--- src/rtl/abgq_pkg.sv ---
package abgq_pkg;

    typedef enum logic [1:0] {
        TEN_IDLE     = 2'd0,
        TEN_WAIT_ACK = 2'd1,
        TEN_WINDOW   = 2'd2
    } tenure_st_e;

    typedef struct packed {
        logic grant;
        logic ts;
        logic aack;
        logic artry;
    } bus_obs_t;

    // No address-phase activity on the bus this cycle.
    function automatic logic bus_quiet(input bus_obs_t o);
        return !o.ts && !o.aack && !o.artry;
    endfunction

endpackage

--- src/rtl/abgq_retry_watch.sv ---
module abgq_retry_watch (
    input  logic clk,
    input  logic rst,
    input  logic addr_retry,
    output logic blackout
);
    // A retry seen in one cycle keeps the grant blocked for one more cycle.
    always_ff @(posedge clk) begin
        if (rst) blackout <= 1'b0;
        else     blackout <= addr_retry;
    end
endmodule

--- src/rtl/abgq_tenure_fsm.sv ---
module abgq_tenure_fsm
    import abgq_pkg::*;
(
    input  logic clk,
    input  logic rst,
    input  logic take,
    input  logic take_push,
    input  logic addr_ack,
    input  logic addr_retry,
    output logic busy,
    output logic retried,
    output logic retried_push
);
    tenure_st_e st;
    logic       cur_push;

    always_ff @(posedge clk) begin
        if (rst) begin
            st       <= TEN_IDLE;
            cur_push <= 1'b0;
        end else begin
            unique case (st)
                TEN_IDLE:     if (take) st <= TEN_WAIT_ACK;
                TEN_WAIT_ACK: if (addr_ack) st <= TEN_WINDOW;
                TEN_WINDOW:   st <= take ? TEN_WAIT_ACK : TEN_IDLE;
                default:      st <= TEN_IDLE;
            endcase
            if (take) cur_push <= take_push;
        end
    end

    assign busy         = (st == TEN_WAIT_ACK);
    assign retried      = (st == TEN_WINDOW) && addr_retry;
    assign retried_push = retried && cur_push;
endmodule

--- src/rtl/abgq_req_ctrl.sv ---
module abgq_req_ctrl (
    input  logic clk,
    input  logic rst,
    input  logic self_retry,
    input  logic xfer_pending,
    input  logic xfer_more,
    input  logic take,
    input  logic take_push,
    input  logic retried,
    input  logic retried_push,
    output logic push_owed,
    output logic bus_req
);
    logic norm_owed;
    logic take_norm;

    assign take_norm = take && !take_push;

    always_ff @(posedge clk) begin
        if (rst) begin
            push_owed <= 1'b0;
            norm_owed <= 1'b0;
        end else begin
            push_owed <= (push_owed && !(take && take_push)) || self_retry || retried_push;
            norm_owed <= (take_norm ? xfer_more : (norm_owed || xfer_pending))
                         || (retried && !retried_push);
        end
    end

    assign bus_req = push_owed || norm_owed;

    // a retried tenure is requested again in the next cycle
    a_r2_rereq: assert property (@(posedge clk) disable iff (rst)
        retried |=> bus_req);
endmodule

--- src/rtl/abus_grant_qual.sv ---
module abus_grant_qual
    import abgq_pkg::*;
(
    input  logic clk,
    input  logic rst,
    input  logic bus_grant,
    input  logic xfer_start,
    input  logic addr_ack,
    input  logic addr_retry,
    input  logic self_retry,
    input  logic xfer_pending,
    input  logic xfer_more,
    output logic bus_req,
    output logic take_own,
    output logic own_push
);
    bus_obs_t obs;
    logic     blackout;
    logic     busy;
    logic     retried;
    logic     retried_push;
    logic     push_owed;

    assign obs = '{grant: bus_grant, ts: xfer_start, aack: addr_ack, artry: addr_retry};

    abgq_retry_watch u_watch (
        .clk        (clk),
        .rst        (rst),
        .addr_retry (addr_retry),
        .blackout   (blackout)
    );

    abgq_tenure_fsm u_fsm (
        .clk          (clk),
        .rst          (rst),
        .take         (take_own),
        .take_push    (own_push),
        .addr_ack     (addr_ack),
        .addr_retry   (addr_retry),
        .busy         (busy),
        .retried      (retried),
        .retried_push (retried_push)
    );

    abgq_req_ctrl u_req (
        .clk          (clk),
        .rst          (rst),
        .self_retry   (self_retry),
        .xfer_pending (xfer_pending),
        .xfer_more    (xfer_more),
        .take         (take_own),
        .take_push    (own_push),
        .retried      (retried),
        .retried_push (retried_push),
        .push_owed    (push_owed),
        .bus_req      (bus_req)
    );

    assign take_own = !rst && bus_req && obs.grant && bus_quiet(obs) && !blackout && !busy;
    assign own_push = take_own && push_owed;

    // no take in the cycle after a retry
    a_r3_blackout: assert property (@(posedge clk) disable iff (rst)
        addr_retry |=> !take_own);

    // a self-driven retry raises the request next cycle
    a_r4_push_req: assert property (@(posedge clk) disable iff (rst)
        self_retry |=> bus_req);

    // the request is held until mastership is taken
    a_r6_hold: assert property (@(posedge clk) disable iff (rst)
        (bus_req && !take_own) |=> bus_req);

    // the strobe lasts one cycle
    a_r7_pulse: assert property (@(posedge clk) disable iff (rst)
        take_own |=> !take_own);

    // reset clears the request
    a_r8_reset: assert property (@(posedge clk)
        rst |=> !bus_req);

    // no strobe during reset
    always_comb begin
        if (rst) a_r8_no_take: assert (!take_own);
    end
endmodule

--- config.mk ---
export PLATFORM = sky130hd
export DESIGN_NAME = abus_grant_qual
export DESIGN_NICKNAME = d
export VERILOG_FILES = /design/src/rtl/abgq_pkg.sv /design/src/rtl/abgq_retry_watch.sv /design/src/rtl/abgq_tenure_fsm.sv /design/src/rtl/abgq_req_ctrl.sv /design/src/rtl/abus_grant_qual.sv
export SDC_FILE = /design/constraint.sdc
export NUM_CORES = 1
export LEC_CHECK = 0
export ABC_AREA = 0
export BUFFER_PORTS_ARGS = -buffer_cell sky130_fd_sc_hd__clkbuf_2
export CAP_MARGIN = 5
export CORE_AREA = 10 10 47 49
export DETAILED_ROUTE_END_ITERATION = 8
export DIE_AREA = 0 0 57 59
export GPL_TIMING_DRIVEN = 0
export PLACE_DENSITY = 0.47
export SETUP_SLACK_MARGIN = 0.3
export SLEW_MARGIN = 0
export SYNTH_ARGS = -nofsm -noshare
export SYNTH_HDL_FRONTEND = slang
export SYNTH_SLANG_ARGS = --single-unit
--- constraint.sdc ---
create_clock -name clk -period 1.1 [get_ports clk]
set_input_delay 0.055 -clock clk [delete_from_list [all_inputs] [get_ports clk]]
set_output_delay 0.055 -clock clk [all_outputs]
set_load 0.02 [all_outputs]
==> Word level (Yosys, flattened, before mapping) <==
Index checks and enable logic that the tools add are counted.
Widths: inputs -> output; s select.
{ "totals": {"mem_count": 0, "mem_bits_rw": 0, "out_inout_bits": 3, "mem_bits_ro": 0, "input_bits": 9, "ff_bits": 6, "latchBits": 0} }
{ "op_classes": {"muxes": 5, "div": 0, "bitwise": 0, "shifts": 0, "multipliers": 0, "addsub": 0, "n_reduce_logical": 30, "order_cmp": 0, "eq_ne": 4} }
{ "op_table": {"columns": ["op", "count"], "rows": [
  ["$logic_and 1x1->1", 14],
  ["$logic_not 1->1", 9],
  ["$pmux 2 s3", 1],
  ["$logic_or 1x1->1", 5],
  ["$mux 2", 2],
  ["$ne 2x2->1 const B", 2],
  ["$eq 2x1->1 const B", 1],
  ["$eq 2x2->1 const B", 1],
  ["$logic_not 2->1", 1],
  ["$mux 1", 2],
  ["$reduce_and 2->1", 1]
]} }

==> Logic depth before layout (Yosys ltp) <==
Gate-level depths: netlist of run 1.
{ "logic_depth": {"ltp_word": 12, "depth_mapped": 4, "ltp_nobuf": 3} }

==> By module <==
From an unflattened synthesis of run 1, not the netlist that was laid out.
{ "unflattened": {"cells_unflattened": 29, "area_unflattened_um2": 317.8} }
{ "modules_own_cells": {"columns": ["mod", "area_per_inst_um2", "n_inst", "cells_per_inst"], "rows": [
  ["abgq_tenure_fsm", 130.1, 1, 12],
  ["abgq_req_ctrl", 111.4, 1, 11],
  ["abus_grant_qual", 42.5, 1, 4],
  ["abgq_retry_watch", 33.8, 1, 2]
]} }

==> Least setup slack after synthesis of run 1 <==
OpenSTA, ideal clock, no wires.
{ "synth_path": {"path_type": "flip-flop to output port", "start": "reg u_req.push_owed", "end": "out own_push", "t_required_ns": 1.045, "path_stages_with_launch": 5, "t_arrival_ns": 1.187, "setup_slack_ns": -0.142, "n_path_buf": 1, "path_cell_list": "dfxtp_1 -> or2_1 -> and4_1 -> buf_6 -> and2_1"} }
{ "synth_between": {"elab_chain_len": 7} }
{ "synth_lines": {"columns": ["element", "line", "text"], "rows": [
  ["start, declared", "abgq_req_ctrl.sv:11", "output logic push_owed,"],
  ["start signal, assigned", "abgq_req_ctrl.sv:24", "push_owed <= (push_owed && !(take && take_push)) || self_retry || retried_push;"],
  ["$logic_or 1x1->1", "abgq_req_ctrl.sv:30", "assign bus_req = push_owed || norm_owed;"],
  ["named net bus_req", "abus_grant_qual.sv:13", "output logic bus_req,"],
  ["$logic_and 1x1->1 (5 in series)", "abus_grant_qual.sv:59", "assign take_own = !rst && bus_req && obs.grant && bus_quiet(obs) && !blackout && !busy;"],
  ["named net take_own", "abus_grant_qual.sv:14", "output logic take_own,"],
  ["$logic_and 1x1->1", "abus_grant_qual.sv:60", "assign own_push = take_own && push_owed;"],
  ["end, declared", "abus_grant_qual.sv:15", "output logic own_push"]
]} }
The timed path passes the listed nets, and every way through them passes these cells.

==> Final worst setup path of run 1 <==
{ "layout_path": {"start": "reg u_req.push_owed", "end": "out own_push"} }
{ "layout_between": {"elab_chain_len": 7} }
{ "layout_lines": {"columns": ["element", "line"], "rows": [
  ["$logic_or 1x1->1", "abgq_req_ctrl.sv:30"],
  ["$logic_and 1x1->1 (5 in series)", "abus_grant_qual.sv:59"],
  ["$logic_and 1x1->1 *", "abus_grant_qual.sv:60"]
]} }
Mark *: on every way between the ends. The rest lies on a longest branch, timed or not.

==> metrics.yaml, run 1 <==
floorplan:
  fp.dieW_um: 57
  rows: 14
  ios: 12
  core_um2: 1400
  die-area_um2: 3360
  start_util_pct: 21.3
  dieHeight_um: 59
worst_setup_path:
  critPathCaptureType: "output pin"
  criticalPathCategory: "register to output pin"
  cp-start-kind: "register"
  required_ns: 1.04
  r2r_cells: 5
  crit_path_max_fanout: 3
  cp_data_arrival_time_ns: 1.33
run_status:
  violations: "negative setup slack"
  status: "complete, but fails checks"
timing:
  post-route-min-period_ns: 1.38
  fmax_mhz: 723
  hold_viol: 0
  worstMarginPinSlew_ns: 0.217
  slew_headroom_pct: 85.4
  rsz0062_at_grt: "yes"
  final_max_slew_viol_count: 0
  fin_ws_ns: -0.283
  fin_setup_tns_ns: -0.937
  finalSetupViolCount: 7
  period_share_pct: 126
  skew_ns: 0.00997
synth:
  synth_area_per_cell_um2: 10.6
  synth_compound_area_share_pct: 12.2
  synth_seq_cells: 6
  ys_seq_area_share_pct: 40.3
  synth_top_family_by_area: "simple AND/OR/NAND/NOR gates"
  synthSimpleGateAreaFrac_pct: 39.1
  synth_fp_nets: 37
  yosysUniqueCellTypes: 17
  ys_warn_count: 0
  synthMuxAreaShare_pct: 3.36
  synthXorXnorAreaFrac_pct: 0
  synth_area_um2: 298
  synth_fa_ha_area_share_pct: 0
  postSynthCellCount: 28
finish:
  layout_commonest_cell: "clkbuf_2"
  nNetsFinal: 57
  syn_to_final_growth_pct: 56.7
  final_cell_mix: "8 x clkbuf_2, 4 x clkbuf_4"
  n_antenna_cell: 0
  drive_gt1_share_pct: 58.7
clock_tree:
  root_buffer: "clkbuf_4"
  clk_pin_slew_ns: 0.05
  numClockSinks: 6
  clock_latency_ns: 0.25
  holdBufCountCts: 0
  clockBufferDepth: 2
  cts_max_level: 1
  cts_tree: "built"
  cts_inserted_buffers: 3
route:
  ant_nets: 0
  vias: 282
  wl_per_cell_um: 12.5
  via_per_inst: 4.55
  firstDrtPassIters: 4
  finalWirelength_um: 776
  drtIter0Drc: 5
  remaining_drc_errors: 0
min_path:
  hold_class: "primary input to register"
  hold_depth: 3
pwr:
  ir_drop_mv: 0.807
  p_leak_uw: 0.000198
  power_density_nw_per_um2: 1150
run:
  max_cap_violations: 0
placement:
  hpwlAfterDp_um: 567
  gp_congestion: 0.667
  pre_cts_ws_ns: -0.0767
  port_buffers: 11
global_route:
  grt_start_max_net_pins: 9
  antenna_found_initial: 0
  grt_pass1_vias: 292
  grt_usage_pct: 5.07
  grt-ovfl-total: 0
  grt_pass1_wl_um: 1290
[routing by layer]
metal / vias up / track usage [%] / routed length, um
met5: - / 0 / 0
met4: 0 / 0 / 0
met3: 0 / 6.22 / 126
met2: 13 / 6.51 / 298
met1: 127 / 5.50 / 352
li1: 142 / - / -
[Yosys cell counts (all sizes together)]
| library cell | count | share of area [%] |
|---|---|---|
| dfxtp | 6 | 40 |
| nand2b | 3 | 6.3 |
| a41oi | 2 | 5.9 |
| nor2 | 2 | 2.5 |
| nor3 | 2 | 3.4 |
| nor3b | 2 | 5.0 |
| a211oi | 1 | 4.2 |
| and2 | 1 | 2.1 |
| and2b | 1 | 2.5 |
| and4 | 1 | 2.9 |
| and4bb | 1 | 4.2 |
| buf | 1 | 3.8 |
| inv | 1 | 1.3 |
| mux2i | 1 | 3.4 |
| nor4b | 1 | 8.0 |
| o22ai | 1 | 2.1 |
| or2 | 1 | 2.1 |
[path summary, 6_finish.rpt]
kind / end / slack (ns) / from
worst max-delay path: own_push / -0.28 / u_req.push_owed
worst min-delay path: u_req.push_owed / 0.06 / self_retry
worst max register to register: u_req.norm_owed / -0.11 / u_req.push_owed
worst min register to register: u_fsm.cur_push / 0.50 / u_fsm.cur_push
[cell type report]
cell class / instances / area (um^2)
plain buffers: 1 / 11.3
clock buffers: 3 / 22.5
fillers: 151 / 935
inverters: 1 / 3.75
multi-input cells: 20 / 174
flip-flops and latches: 6 / 124
well taps: 16 / 20.0
repair buffers: 15 / 111
[logic make-up (layout without fill, tap and decap cells)]
group,after synthesis,after routing
mux,1,1
simple gates,15,15
buf+inv,2,20
compound gates,4,4
flops,6,6
[flip-flops by register name (all words and copies together), names as in the netlist]
name and flops:
u_fsm.st 2, u_fsm.cur_push 1, u_watch.blackout 1, u_req.norm_owed 1
u_req.push_owed 1
[critical path, cell delays in order (launching register included)]
cell and delay, ns:
dfxtp_2 0.31, or2_4 0.25, and4_1 0.15, buf_6 0.12, and2_4 0.13, buf_8 0.12
[metrics by stage]
step	hold WS [ns]	util, %	power [uW]	area, um^2	cells
2_1_floorplan	0.120	-	271	304	28
3_3_place_gp	0.328	27.1	303	379	55
3_5_place_dp	0.333	27.1	304	379	55
4_1_cts	0.0741	31.8	531	445	61
5_1_grt	0.0805	33.3	574	467	62
6_report	0.0604	33.3	537	467	62
[report_power, final]
| part | leakage (uW) | switching (uW) | internal (uW) | total [uW] |
|---|---|---|---|---|
| combinational | 0.000134 | 41.8 | 57.8 | 99.6 |
| sequential | 0.0000501 | 3.92 | 228 | 232 |
| clock | 0.0000138 | 81.9 | 124 | 205 |
| total | 0.000198 | 128 | 409 | 537 |
[repair_timing]
| action | in CTS | in global routing |
|---|---|---|
| pin swaps | 1 | 1 |
| gates resized for setup | 6 | 5 |
| setup buffers | 3 | 1 |
| setup endpoints to repair | 7 | 7 |
| cloned | 0 | 0 |
Power figures use the tool's default switching activity.
==> run 2: changes to the inputs <==
- CORE_AREA: 10 10 47 49 -> 2 2 39 41
- DIE_AREA: 0 0 57 59 -> 0 0 41 43
==> run 2 against run 1 <==
  * The flow still finishes with violations (negative setup slack)
  * Sequential share of layout area unchanged
  * Cell area did not move
  * Clock-buffer cell count unchanged
  * Global-route usage increased by 4.7 points
  * Non-clock buffer count did not move
  * Power decreased by 3.0%
  * Critical path depth unchanged
  * Die area shrank 48%
  * Critical path type unchanged
==> metrics.yaml, run 2 (synthesized netlist as in run 1, its figures left out) <==
run_status:
  status: "complete, but fails checks"
  violations: "negative setup slack"
worst_setup_path:
  crit_path_max_fanout: 3
  criticalPathCategory: "register to output pin"
  cp-start-kind: "register"
  crit_family: "simple AND/OR/NAND/NOR gates"
  cp_slowest_cell: "dfxtp_2"
  required_ns: 1.04
  cp.buffers_inverters: 2
  crit_chain: "or2_4, and4_1, buf_6, and2_4, buf_8"
  critical_path.max_stage_delay_ns: 0.31
  cp_data_arrival_time_ns: 1.32
  critPathCaptureType: "output pin"
global_route:
  grt_usage_pct: 9.74
  antenna_found_initial: 0
  grt_start_max_net_pins: 9
  grt_pass1_wl_um: 1090
  grt_pass1_vias: 273
  grt-ovfl-total: 0
timing:
  fin_ws_ns: -0.270
  final_max_slew_viol_count: 0
  period_share_pct: 125
  rsz0062_at_grt: "yes"
  fin_setup_tns_ns: -0.927
  fmax_mhz: 730
  holdWs_ns: 0.0837
  slew_headroom_pct: 85.7
  worstMarginPinSlew_ns: 0.213
  hold_viol: 0
  post-route-min-period_ns: 1.37
  skew_ns: 0.00618
  finalSetupViolCount: 6
route:
  ant_nets: 0
  remaining_drc_errors: 0
  vias: 279
  wl_per_cell_um: 11.0
  firstDrtPassIters: 2
  via_per_inst: 4.50
  drtIter0Drc: 1
  finalWirelength_um: 682
clock_tree:
  clock_latency_ns: 0.24
  holdBufCountCts: 0
  clockBufferDepth: 2
  cts_tree: "built"
  cts_inserted_buffers: 3
  clk_pin_slew_ns: 0.05
  numClockSinks: 6
  root_buffer: "clkbuf_4"
  cts_max_level: 1
floorplan:
  rows: 14
  core_um2: 1380
  dieHeight_um: 43
  ios: 12
  fp.dieW_um: 41
  start_util_pct: 21.5
  die-area_um2: 1760
finish:
  layout_commonest_cell: "clkbuf_2"
  drive_gt1_share_pct: 58.7
  postLayoutCoreUtil_pct: 33.7
  fin_cells: 62
  n_antenna_cell: 0
  regMostFlops: "u_fsm.st"
  final_cell_mix: "8 x clkbuf_2, 4 x clkbuf_4"
  syn_to_final_growth_pct: 56.7
  nNetsFinal: 57
  largest_register_ffs: 2
pwr:
  ir_drop_mv: 0.444
  p_leak_uw: 0.000198
  power_density_nw_per_um2: 1120
run:
  max_cap_violations: 0
min_path:
  hold_class: "primary input to register"
placement:
  gp_congestion: 0.682
  place_inst: 55
  hpwlAfterDp_um: 496
  port_buffers: 11
  pre_cts_ws_ns: -0.0782
-- run 2: cell counts in the layout (fill, tap and decap cells not counted) --
Identical to the previous run, type by type.
-- run 2: worst paths after layout --
path / startpoint / endpoint / slack, ns / cells past startpoint
max reg2reg: u_req.norm_owed / u_req.norm_owed / -0.20 / 6
max: u_req.norm_owed / own_push / -0.27 / 5
min: self_retry / u_req.push_owed / 0.08 / 3
min reg2reg: u_fsm.cur_push / u_fsm.cur_push / 0.50 / 2
-- run 2: layout make-up --
class                   count  area [um^2]
fillers                   147          917
multi-input cells          20          174
flip-flops and latches      6          124
plain buffers               1         11.3
clock buffers               3         22.5
repair buffers             15          111
well taps                  16         20.0
inverters                   1         3.75
-- run 2: routing by layer --
metal  global-route usage (%)  routed length [um]
met5                        0                   0
met2                     14.4                 317
met3                     4.71                  45
met1                     10.6                 312
met4                     6.00                   7
-- run 2: what timing repair did --
action | in CTS | in global routing
pin swaps | 1 | 0
buffers inserted | 4 | 0
resized for setup | 8 | 3
endpoints found under the setup margin | 7 | 7
-- run 2: metrics by stage --
step	total power [uW]	cell area (um^2)
final	521	467
after global routing	556	467
after CTS	535	463
after detailed placement	304	379
after global placement	303	379
after floorplan	271	304
-- run 2: worst reg2reg max path, stage by stage (launching register included) --
cell,delay (ns)
dfxtp_2,0.31
or2_4,0.24
and4_1,0.16
buf_6,0.12
buf_4,0.13
buf_6,0.11
a211oi_2,0.15
-- run 2: report_power, final --
group	internal (uW)	total (uW)	switching (uW)
Clock	123	198	74.5
Combinational	51.7	90.6	38.9
Sequential	228	233	4.36
Total	403	521	118
